<file path="src/rtl/nic_regbank_pkg.sv">
package nic_regbank_pkg;

  localparam int STA_BYTES  = 6;
  localparam int HASH_BYTES = 8;

  // command register bit positions
  localparam int CMD_STOP  = 0;
  localparam int CMD_TX    = 2;
  localparam int CMD_RREAD = 3;
  localparam int CMD_RWR   = 4;

  // status bit positions used inside the bank
  localparam int ST_TX    = 1;
  localparam int ST_RDONE = 6;
  localparam int ST_RST   = 7;

  typedef enum logic [4:0] {
    W_NONE, W_CMD, W_PSTART, W_PSTOP, W_BNRY, W_TPAGE, W_TLEN_LO, W_TLEN_HI,
    W_STCLR, W_RADDR_LO, W_RADDR_HI, W_RCNT_LO, W_RCNT_HI, W_RXCFG, W_DCFG,
    W_MASK, W_STA, W_CURR, W_HASH
  } wsel_e;

  typedef enum logic [4:0] {
    R_ZERO, R_CMD, R_BNRY, R_TXST, R_STAT, R_RADDR_LO, R_RADDR_HI, R_ID0,
    R_ID1, R_RXST, R_STA, R_CURR, R_HASH, R_PSTART, R_PSTOP, R_CFG40
  } rsel_e;

endpackage

</file>
<file path="src/rtl/nic_addr_decode.sv">
module nic_addr_decode
  import nic_regbank_pkg::*;
(
  input  logic [1:0] page_i,
  input  logic [3:0] off_i,
  output wsel_e      wsel_o,
  output rsel_e      rsel_o,
  output logic [2:0] idx_o
);
  always_comb begin
    wsel_o = W_NONE;
    rsel_o = R_ZERO;
    idx_o  = 3'd0;
    if (off_i == 4'h0) begin
      wsel_o = W_CMD;
      rsel_o = R_CMD;
    end else begin
      unique case (page_i)
        2'd0: begin
          case (off_i)
            4'h1: wsel_o = W_PSTART;
            4'h2: wsel_o = W_PSTOP;
            4'h3: begin wsel_o = W_BNRY;     rsel_o = R_BNRY;     end
            4'h4: begin wsel_o = W_TPAGE;    rsel_o = R_TXST;     end
            4'h5: wsel_o = W_TLEN_LO;
            4'h6: wsel_o = W_TLEN_HI;
            4'h7: begin wsel_o = W_STCLR;    rsel_o = R_STAT;     end
            4'h8: begin wsel_o = W_RADDR_LO; rsel_o = R_RADDR_LO; end
            4'h9: begin wsel_o = W_RADDR_HI; rsel_o = R_RADDR_HI; end
            4'ha: begin wsel_o = W_RCNT_LO;  rsel_o = R_ID0;      end
            4'hb: begin wsel_o = W_RCNT_HI;  rsel_o = R_ID1;      end
            4'hc: begin wsel_o = W_RXCFG;    rsel_o = R_RXST;     end
            4'he: wsel_o = W_DCFG;
            4'hf: wsel_o = W_MASK;
            default: ;
          endcase
        end
        2'd1: begin
          if (off_i == 4'h7) begin
            wsel_o = W_CURR;
            rsel_o = R_CURR;
          end else if (off_i[3]) begin
            wsel_o = W_HASH;
            rsel_o = R_HASH;
            idx_o  = off_i[2:0];
          end else begin
            wsel_o = W_STA;
            rsel_o = R_STA;
            idx_o  = off_i[2:0] - 3'd1;
          end
        end
        2'd2: begin
          if (off_i == 4'h1) rsel_o = R_PSTART;
          else if (off_i == 4'h2) rsel_o = R_PSTOP;
        end
        default: begin
          if (off_i == 4'h5 || off_i == 4'h6) rsel_o = R_CFG40;
        end
      endcase
    end
  end
endmodule

</file>
<file path="src/rtl/nic_irq_unit.sv">
module nic_irq_unit
  import nic_regbank_pkg::*;
#(
  parameter int SW = 8
) (
  input  logic          clk,
  input  logic          rst_n,
  input  logic          mask_we_i,
  input  logic [SW-1:0] mask_wd_i,
  input  logic          clr_we_i,
  input  logic [SW-2:0] clr_bits_i,
  input  logic [SW-2:0] set_bits_i,
  input  logic          rst_bit_clr_i,
  output logic [SW-1:0] stat_o,
  output logic [SW-1:0] mask_o,
  output logic          irq_o
);
  logic [SW-1:0] stat_q, mask_q;
  logic [SW-2:0] keep;

  assign keep = clr_we_i ? ~clr_bits_i : '1;

  always_ff @(posedge clk or negedge rst_n) begin
    if (!rst_n) begin
      stat_q <= SW'(1) << ST_RST;
      mask_q <= '0;
    end else begin
      stat_q[SW-2:0] <= (stat_q[SW-2:0] & keep) | set_bits_i;
      if (rst_bit_clr_i) stat_q[SW-1] <= 1'b0;
      if (mask_we_i) mask_q <= mask_wd_i;
    end
  end

  assign stat_o = stat_q;
  assign mask_o = mask_q;
  assign irq_o  = |(stat_q[SW-2:0] & mask_q[SW-2:0]);
endmodule

</file>
<file path="src/rtl/nic_ring_ptrs.sv">
module nic_ring_ptrs #(
  parameter int       PW         = 8,
  parameter logic [PW-1:0] PAGE_LIMIT = 8'h80
) (
  input  logic          clk,
  input  logic          rst_n,
  input  logic [3:0]    we_i,     // start, stop, boundary, current
  input  logic [PW-1:0] wd_i,
  output logic [PW-1:0] start_o,
  output logic [PW-1:0] stop_o,
  output logic [PW-1:0] bnry_o,
  output logic [PW-1:0] curr_o
);
  logic [PW-1:0] ptr_q [4];

  for (genvar g = 0; g < 4; g++) begin : g_ptr
    // start and stop may equal the limit; boundary and current must stay below
    localparam bit INCL = (g < 2);
    logic ok;
    assign ok = INCL ? (wd_i <= PAGE_LIMIT) : (wd_i < PAGE_LIMIT);
    always_ff @(posedge clk or negedge rst_n) begin
      if (!rst_n) ptr_q[g] <= '0;
      else if (we_i[g] && ok) ptr_q[g] <= wd_i;
    end
  end

  assign start_o = ptr_q[0];
  assign stop_o  = ptr_q[1];
  assign bnry_o  = ptr_q[2];
  assign curr_o  = ptr_q[3];
endmodule

</file>
<file path="src/rtl/nic_regbank.sv">
module nic_regbank
  import nic_regbank_pkg::*;
#(
  parameter logic [7:0] PAGE_LIMIT = 8'h80
) (
  input  logic        clk,
  input  logic        rst_n,
  input  logic        wr_en_i,
  input  logic [3:0]  addr_i,
  input  logic [7:0]  wdata_i,
  output logic [7:0]  rdata_o,
  input  logic [6:0]  ev_set_i,
  input  logic [7:0]  rx_status_i,
  output logic        irq_o,
  output logic        tx_req_o,
  output logic [7:0]  tx_page_o,
  output logic [15:0] tx_len_o,
  output logic [7:0]  cmd_o,
  output logic [7:0]  ring_start_o,
  output logic [7:0]  ring_stop_o,
  output logic [7:0]  ring_bnry_o,
  output logic [7:0]  ring_curr_o,
  output logic [15:0] rdma_addr_o,
  output logic [15:0] rdma_cnt_o,
  output logic [7:0]  rx_cfg_o,
  output logic [7:0]  data_cfg_o,
  output logic [8*STA_BYTES-1:0]  station_o,
  output logic [8*HASH_BYTES-1:0] hash_o
);
  localparam logic [7:0] ID_LO = 8'h50;
  localparam logic [7:0] ID_HI = 8'h43;

  wsel_e      wsel;
  rsel_e      rsel;
  logic [2:0] idx;

  logic [7:0]  cmd_q, txst_q, tpage_q, rxcfg_q, dcfg_q;
  logic [15:0] tlen_q, raddr_q, rcnt_q;
  logic        txreq_q;
  logic [7:0]  sta_q  [STA_BYTES];
  logic [7:0]  hash_q [HASH_BYTES];
  logic [7:0]  stat_w, mask_w;

  nic_addr_decode u_dec (
    .page_i (cmd_q[7:6]),
    .off_i  (addr_i),
    .wsel_o (wsel),
    .rsel_o (rsel),
    .idx_o  (idx)
  );

  logic we_cmd, go, tx_go, rdone_set;
  assign we_cmd    = wr_en_i && (wsel == W_CMD);
  assign go        = we_cmd && !wdata_i[CMD_STOP];
  assign tx_go     = go && wdata_i[CMD_TX];
  assign rdone_set = go && (wdata_i[CMD_RREAD] || wdata_i[CMD_RWR]) && (rcnt_q == 16'd0);

  logic [6:0] set_bits;
  always_comb begin
    set_bits = ev_set_i;
    if (rdone_set) set_bits[ST_RDONE] = 1'b1;
    if (tx_go)     set_bits[ST_TX]    = 1'b1;
  end

  nic_irq_unit #(.SW(8)) u_irq (
    .clk           (clk),
    .rst_n         (rst_n),
    .mask_we_i     (wr_en_i && (wsel == W_MASK)),
    .mask_wd_i     (wdata_i),
    .clr_we_i      (wr_en_i && (wsel == W_STCLR)),
    .clr_bits_i    (wdata_i[6:0]),
    .set_bits_i    (set_bits),
    .rst_bit_clr_i (go),
    .stat_o        (stat_w),
    .mask_o        (mask_w),
    .irq_o         (irq_o)
  );

  logic [3:0] ptr_we;
  assign ptr_we = {wr_en_i && (wsel == W_CURR), wr_en_i && (wsel == W_BNRY),
                   wr_en_i && (wsel == W_PSTOP), wr_en_i && (wsel == W_PSTART)};

  nic_ring_ptrs #(.PW(8), .PAGE_LIMIT(PAGE_LIMIT)) u_ptrs (
    .clk     (clk),
    .rst_n   (rst_n),
    .we_i    (ptr_we),
    .wd_i    (wdata_i),
    .start_o (ring_start_o),
    .stop_o  (ring_stop_o),
    .bnry_o  (ring_bnry_o),
    .curr_o  (ring_curr_o)
  );

  always_ff @(posedge clk or negedge rst_n) begin
    if (!rst_n) begin
      cmd_q   <= 8'h01;
      txst_q  <= '0;
      tpage_q <= '0;
      tlen_q  <= '0;
      raddr_q <= '0;
      rcnt_q  <= '0;
      rxcfg_q <= '0;
      dcfg_q  <= '0;
      txreq_q <= 1'b0;
    end else begin
      txreq_q <= tx_go;
      if (tx_go) txst_q <= 8'h01;
      if (wr_en_i) begin
        case (wsel)
          W_CMD:      cmd_q <= tx_go ? (wdata_i & ~(8'h1 << CMD_TX)) : wdata_i;
          W_TPAGE:    tpage_q <= wdata_i;
          W_TLEN_LO:  tlen_q[7:0]   <= wdata_i;
          W_TLEN_HI:  tlen_q[15:8]  <= wdata_i;
          W_RADDR_LO: raddr_q[7:0]  <= wdata_i;
          W_RADDR_HI: raddr_q[15:8] <= wdata_i;
          W_RCNT_LO:  rcnt_q[7:0]   <= wdata_i;
          W_RCNT_HI:  rcnt_q[15:8]  <= wdata_i;
          W_RXCFG:    rxcfg_q <= wdata_i;
          W_DCFG:     dcfg_q  <= wdata_i;
          default: ;
        endcase
      end
    end
  end

  for (genvar g = 0; g < STA_BYTES; g++) begin : g_sta
    always_ff @(posedge clk or negedge rst_n) begin
      if (!rst_n) sta_q[g] <= '0;
      else if (wr_en_i && wsel == W_STA && idx == 3'(g)) sta_q[g] <= wdata_i;
    end
    assign station_o[8*g +: 8] = sta_q[g];
  end

  for (genvar g = 0; g < HASH_BYTES; g++) begin : g_hash
    always_ff @(posedge clk or negedge rst_n) begin
      if (!rst_n) hash_q[g] <= '0;
      else if (wr_en_i && wsel == W_HASH && idx == 3'(g)) hash_q[g] <= wdata_i;
    end
    assign hash_o[8*g +: 8] = hash_q[g];
  end

  always_comb begin
    case (rsel)
      R_CMD:      rdata_o = cmd_q;
      R_BNRY:     rdata_o = ring_bnry_o;
      R_TXST:     rdata_o = txst_q;
      R_STAT:     rdata_o = stat_w;
      R_RADDR_LO: rdata_o = raddr_q[7:0];
      R_RADDR_HI: rdata_o = raddr_q[15:8];
      R_ID0:      rdata_o = ID_LO;
      R_ID1:      rdata_o = ID_HI;
      R_RXST:     rdata_o = rx_status_i;
      R_STA:      rdata_o = (idx < 3'(STA_BYTES)) ? sta_q[idx] : 8'h00;
      R_CURR:     rdata_o = ring_curr_o;
      R_HASH:     rdata_o = hash_q[idx];
      R_PSTART:   rdata_o = ring_start_o;
      R_PSTOP:    rdata_o = ring_stop_o;
      R_CFG40:    rdata_o = 8'h40;
      default:    rdata_o = 8'h00;
    endcase
  end

  assign cmd_o       = cmd_q;
  assign tx_req_o    = txreq_q;
  assign tx_page_o   = tpage_q;
  assign tx_len_o    = tlen_q;
  assign rdma_addr_o = raddr_q;
  assign rdma_cnt_o  = rcnt_q;
  assign rx_cfg_o    = rxcfg_q;
  assign data_cfg_o  = dcfg_q;
endmodule

</file>
<file path="config.mk">
export PLATFORM = sky130hd
export DESIGN_NAME = nic_regbank
export DESIGN_NICKNAME = d
export VERILOG_FILES = /design/src/rtl/nic_regbank_pkg.sv /design/src/rtl/nic_addr_decode.sv /design/src/rtl/nic_irq_unit.sv /design/src/rtl/nic_ring_ptrs.sv /design/src/rtl/nic_regbank.sv
export SDC_FILE = /design/constraint.sdc
export NUM_CORES = 1
export LEC_CHECK = 0
export ABC_AREA = 1
export BUFFER_PORTS_ARGS = -buffer_cell sky130_fd_sc_hd__clkbuf_2
export CORE_MARGIN = 2
export CORE_UTILIZATION = 30
export CTS_CLUSTER_DIAMETER = 40
export DETAILED_ROUTE_END_ITERATION = 10
export GPL_ROUTABILITY_DRIVEN = 0
export SLEW_MARGIN = 30
export SYNTH_ARGS = -nofsm -noshare
export SYNTH_HDL_FRONTEND = slang
export SYNTH_SLANG_ARGS = --single-unit
export TNS_END_PERCENT = 30
</file>
<file path="constraint.sdc">
create_clock -name clk -period 4.96 [get_ports clk]
set_input_delay 0.248 -clock clk [delete_from_list [all_inputs] [get_ports clk]]
set_output_delay 0.248 -clock clk [all_outputs]
set_load 0.01 [all_outputs]
</file>
==> results.sh <==
export IMPL_vias_per_cell=4.96
export IMPL_hold_path_class="primary input to register"
export IMPL_rows=72
export IMPL_ctsHtreeMaxLevel=2
export IMPL_firstDrtPassIters=6
export IMPL_cts_sinks=241
export IMPL_worst_path_most_repeated_cell="nand2_1"
export IMPL_grt_use_total=0.222
export IMPL_fp_dieW_um=202
export IMPL_path_max_fanout=36
export IMPL_cp_slowest_cell="inv_2"
export IMPL_via_count=11500
export IMPL_start_util=0.304
export IMPL_placed_area_mm2=0.0135
export IMPL_synth_compound_area_frac=0.119
export IMPL_critPathCaptureType="output port"
export IMPL_cp_cell_sequence="inv_2, nand2_2, nor2_2, nand3_2, inv_2, nand2_1, nand2_1, nand2_1, nand3_1, nand3_1, nor2_1, nand2_1, clkbuf_2"
export IMPL_final_cell_mix="nand2_1, clkbuf_2, dfrtp_1, o21ai_1, o21ai_0"
export IMPL_setup_violations=0
export IMPL_fmax_ghz=0.259
export IMPL_drive_gt1_frac=0.217
export IMPL_fin_nets=1818
export IMPL_syn_nets=1570
export IMPL_post_cts_buffers=0
export IMPL_status="complete, no violations"
export IMPL_grt_max_degree=98
export IMPL_synth_xor_xnor_area_share=0.000746
export IMPL_design_area_mm2=0.0150
export IMPL_maxSlewHeadroom=0.407
export IMPL_antenna_found_initial=0
export IMPL_utilization=0.388
export IMPL_total_power_mw=7.34
export IMPL_slew_viol_final=0
export IMPL_fin_hold_ws_ps=123
export IMPL_clock_skew_ps=19.7
export IMPL_worst_endpoint_arrival_ps=3620
export IMPL_seq_area_frac_synth=0.514
export IMPL_synth_seq_cells=241
export IMPL_startpoint_type="register"
export IMPL_tritoncts="done"
export IMPL_drv_cap=0
export IMPL_synthAdderAreaFrac=0.00640
export IMPL_hpwl_mm=32.8
export IMPL_io_pin_count=264
export IMPL_synth_top_family_by_area="simple AND/OR/NAND/NOR gates"
export IMPL_fp_dieH_um=202
export IMPL_worst_ir_drop_vdd_mv=0.254
export IMPL_post_route_drc_count=0
export IMPL_final_common_cell="nand2_1"
export IMPL_synth_cells=1534
export IMPL_cts_clk_slew_worst_paths_ps=50
export IMPL_core_area_mm2=0.0386
export IMPL_rsz0062_at_grt="false"
export IMPL_max_stage_delay_ps=660
export IMPL_numCtsBuffers=38
export IMPL_clk_path_buf_depth=3
export IMPL_diodes=0
export IMPL_synth_simple_area_share=0.288
export IMPL_period_share=0.779
export IMPL_grt_pass1_wl_mm=68.8
export IMPL_nFillCells=3994
export IMPL_grt_pass1_vias=11000
export IMPL_avgSynthCellArea_um2=7.65
export IMPL_clk_latency_ps=530
export IMPL_cts_root_buf="clkbuf_16"
export IMPL_area_growth_pct=27.6
export IMPL_hold_violations=0
export IMPL_drt_initial_drc_count=956
export IMPL_setup_tns_ps=0
export IMPL_routed_wl_mm=45.7
export IMPL_critPathRequiredTime_ps=4710
export IMPL_ys_warn_count=0
export IMPL_fin_crit_ps=3860
export IMPL_p_per_area_mw_per_mm2=490
export IMPL_synth_distinct_cells=35
export IMPL_portBuffers=263
export IMPL_synthMuxAreaShare=0.000853
export IMPL_dieArea_mm2=0.0407
export IMPL_ant_nets=0
export IMPL_max_slew_worst_pin_slew_ps=887
export IMPL_post_drt_wl_per_cell_um=19.6
export IMPL_overflow=0
export IMPL_p_leak_nw=7.73
export IMPL_worstSetupPathType="register to output port"
export IMPL_synthesis_area_mm2=0.0117
cell type report:
class                           count  area, um^2  area share
Sequential cell                   241        6030       0.403
Multi-Input combinational cell   1081        4870       0.325
Timing Repair Buffer              293        1580       0.105
Clock buffer                       45        1040      0.0693
Tap cell                          518         648      0.0433
Inverter                          127         477      0.0318
Clock inverter                     23         334      0.0223
synth_stat cells, drive strengths merged:
master    n  share of area
inv     127          0.041
a221oi    1        0.00075
dfstp     2         0.0045
nand2   580           0.19
clkbuf   55          0.018
nor2     68          0.025
a21oi     5         0.0025
a41oi     1        0.00075
nand4    38          0.020
a31oi     1        0.00053
nor3b     1         0.0011
dfrtp   239           0.51
or2       1        0.00053
mux2i     1        0.00085
nor4      4         0.0021
o21ai   259           0.11
ha        6         0.0064
buf      30          0.013
o211ai    5         0.0032
nand3    98          0.044
a22o      1        0.00075
xor2      1        0.00075
nor3     10         0.0068
worst paths after layout:
path / start / end / slack (ps) / cells after the start
max in group asynchronous: rst_n / tx_len_o[1]$_DFFE_PN0P_ / 3340 / 3
worst max-delay path: cmd_o[7]$_DFFE_PN0N_ / rdata_o[2] / 1100 / 13
worst max register to register: cmd_o[7]$_DFFE_PN0N_ / hash_o[37]$_DFFE_PN0P_ / 1950 / 9
worst min register to register: txst_q[0]$_DFFE_PN0P_ / txst_q[0]$_DFFE_PN0P_ / 480 / 1
worst min-delay path: wdata_i[7] / cmd_o[7]$_DFFE_PN0N_ / 120 / 3
min in group asynchronous: rst_n / station_o[11]$_DFFE_PN0P_ / 350 / 2
stage by stage:
stage	instances	setup WS (ps)
after CTS	2328	1090
after detailed placement	2249	1320
final	2328	1100
after global routing	2328	733
after global placement	2249	1340
after floorplan	1534	2700
worst max-delay path: cells and delay by family (launching register included):
family	cells	cell delay, ps
AND/OR/NAND/NOR	10	1640
flip-flops	1	490
buffers and inverters	3	940
flip-flops by register name (all words and copies together), names as in the netlist, 7 cells and up:
| register | flops |
|---|---|
| station_o | 48 |
| tx_page_o | 8 |
| hash_o | 64 |
| tx_len_o | 16 |
| cmd_o | 8 |
| u_ptrs.stop_o | 8 |
| data_cfg_o | 8 |
| u_irq.mask_o | 7 |
| rx_cfg_o | 8 |
| u_ptrs.bnry_o | 8 |
| u_irq.stat_o | 8 |
| rdma_cnt_o | 16 |
| u_ptrs.start_o | 8 |
| u_ptrs.curr_o | 8 |
| rdma_addr_o | 16 |
report_power, final:
part / leakage [nW] / switching, mW / internal, mW
registers: 3.23 / 0.341 / 2.29
logic: 3.84 / 1.22 / 0.617
clock network: 0.668 / 1.01 / 1.88
total: 7.73 / 2.57 / 4.78
repair_timing:
item / 4_1_cts / 5_1_grt
hold buffers: 11 / 0
resized for setup: 0 / 0
hold endpoints to repair: 105 / 0
routing by layer:
metal,routed length (um),vias to the layer above,track usage
met2,20400,454,0.337
met1,19500,5522,0.297
met5,0,-,0
met3,3820,101,0.0597
met4,1920,0,0.0972
li1,-,5467,-
kinds of logic after synthesis:
family | Yosys count
muxes | 1
buffers and inverters | 212
and+or+nand+nor | 800
xor gates and xnor gates | 1
DFF | 241
AOI/OAI and AO/OA | 273
adders and majority gates | 6
(Power assumes the default switching activity.)
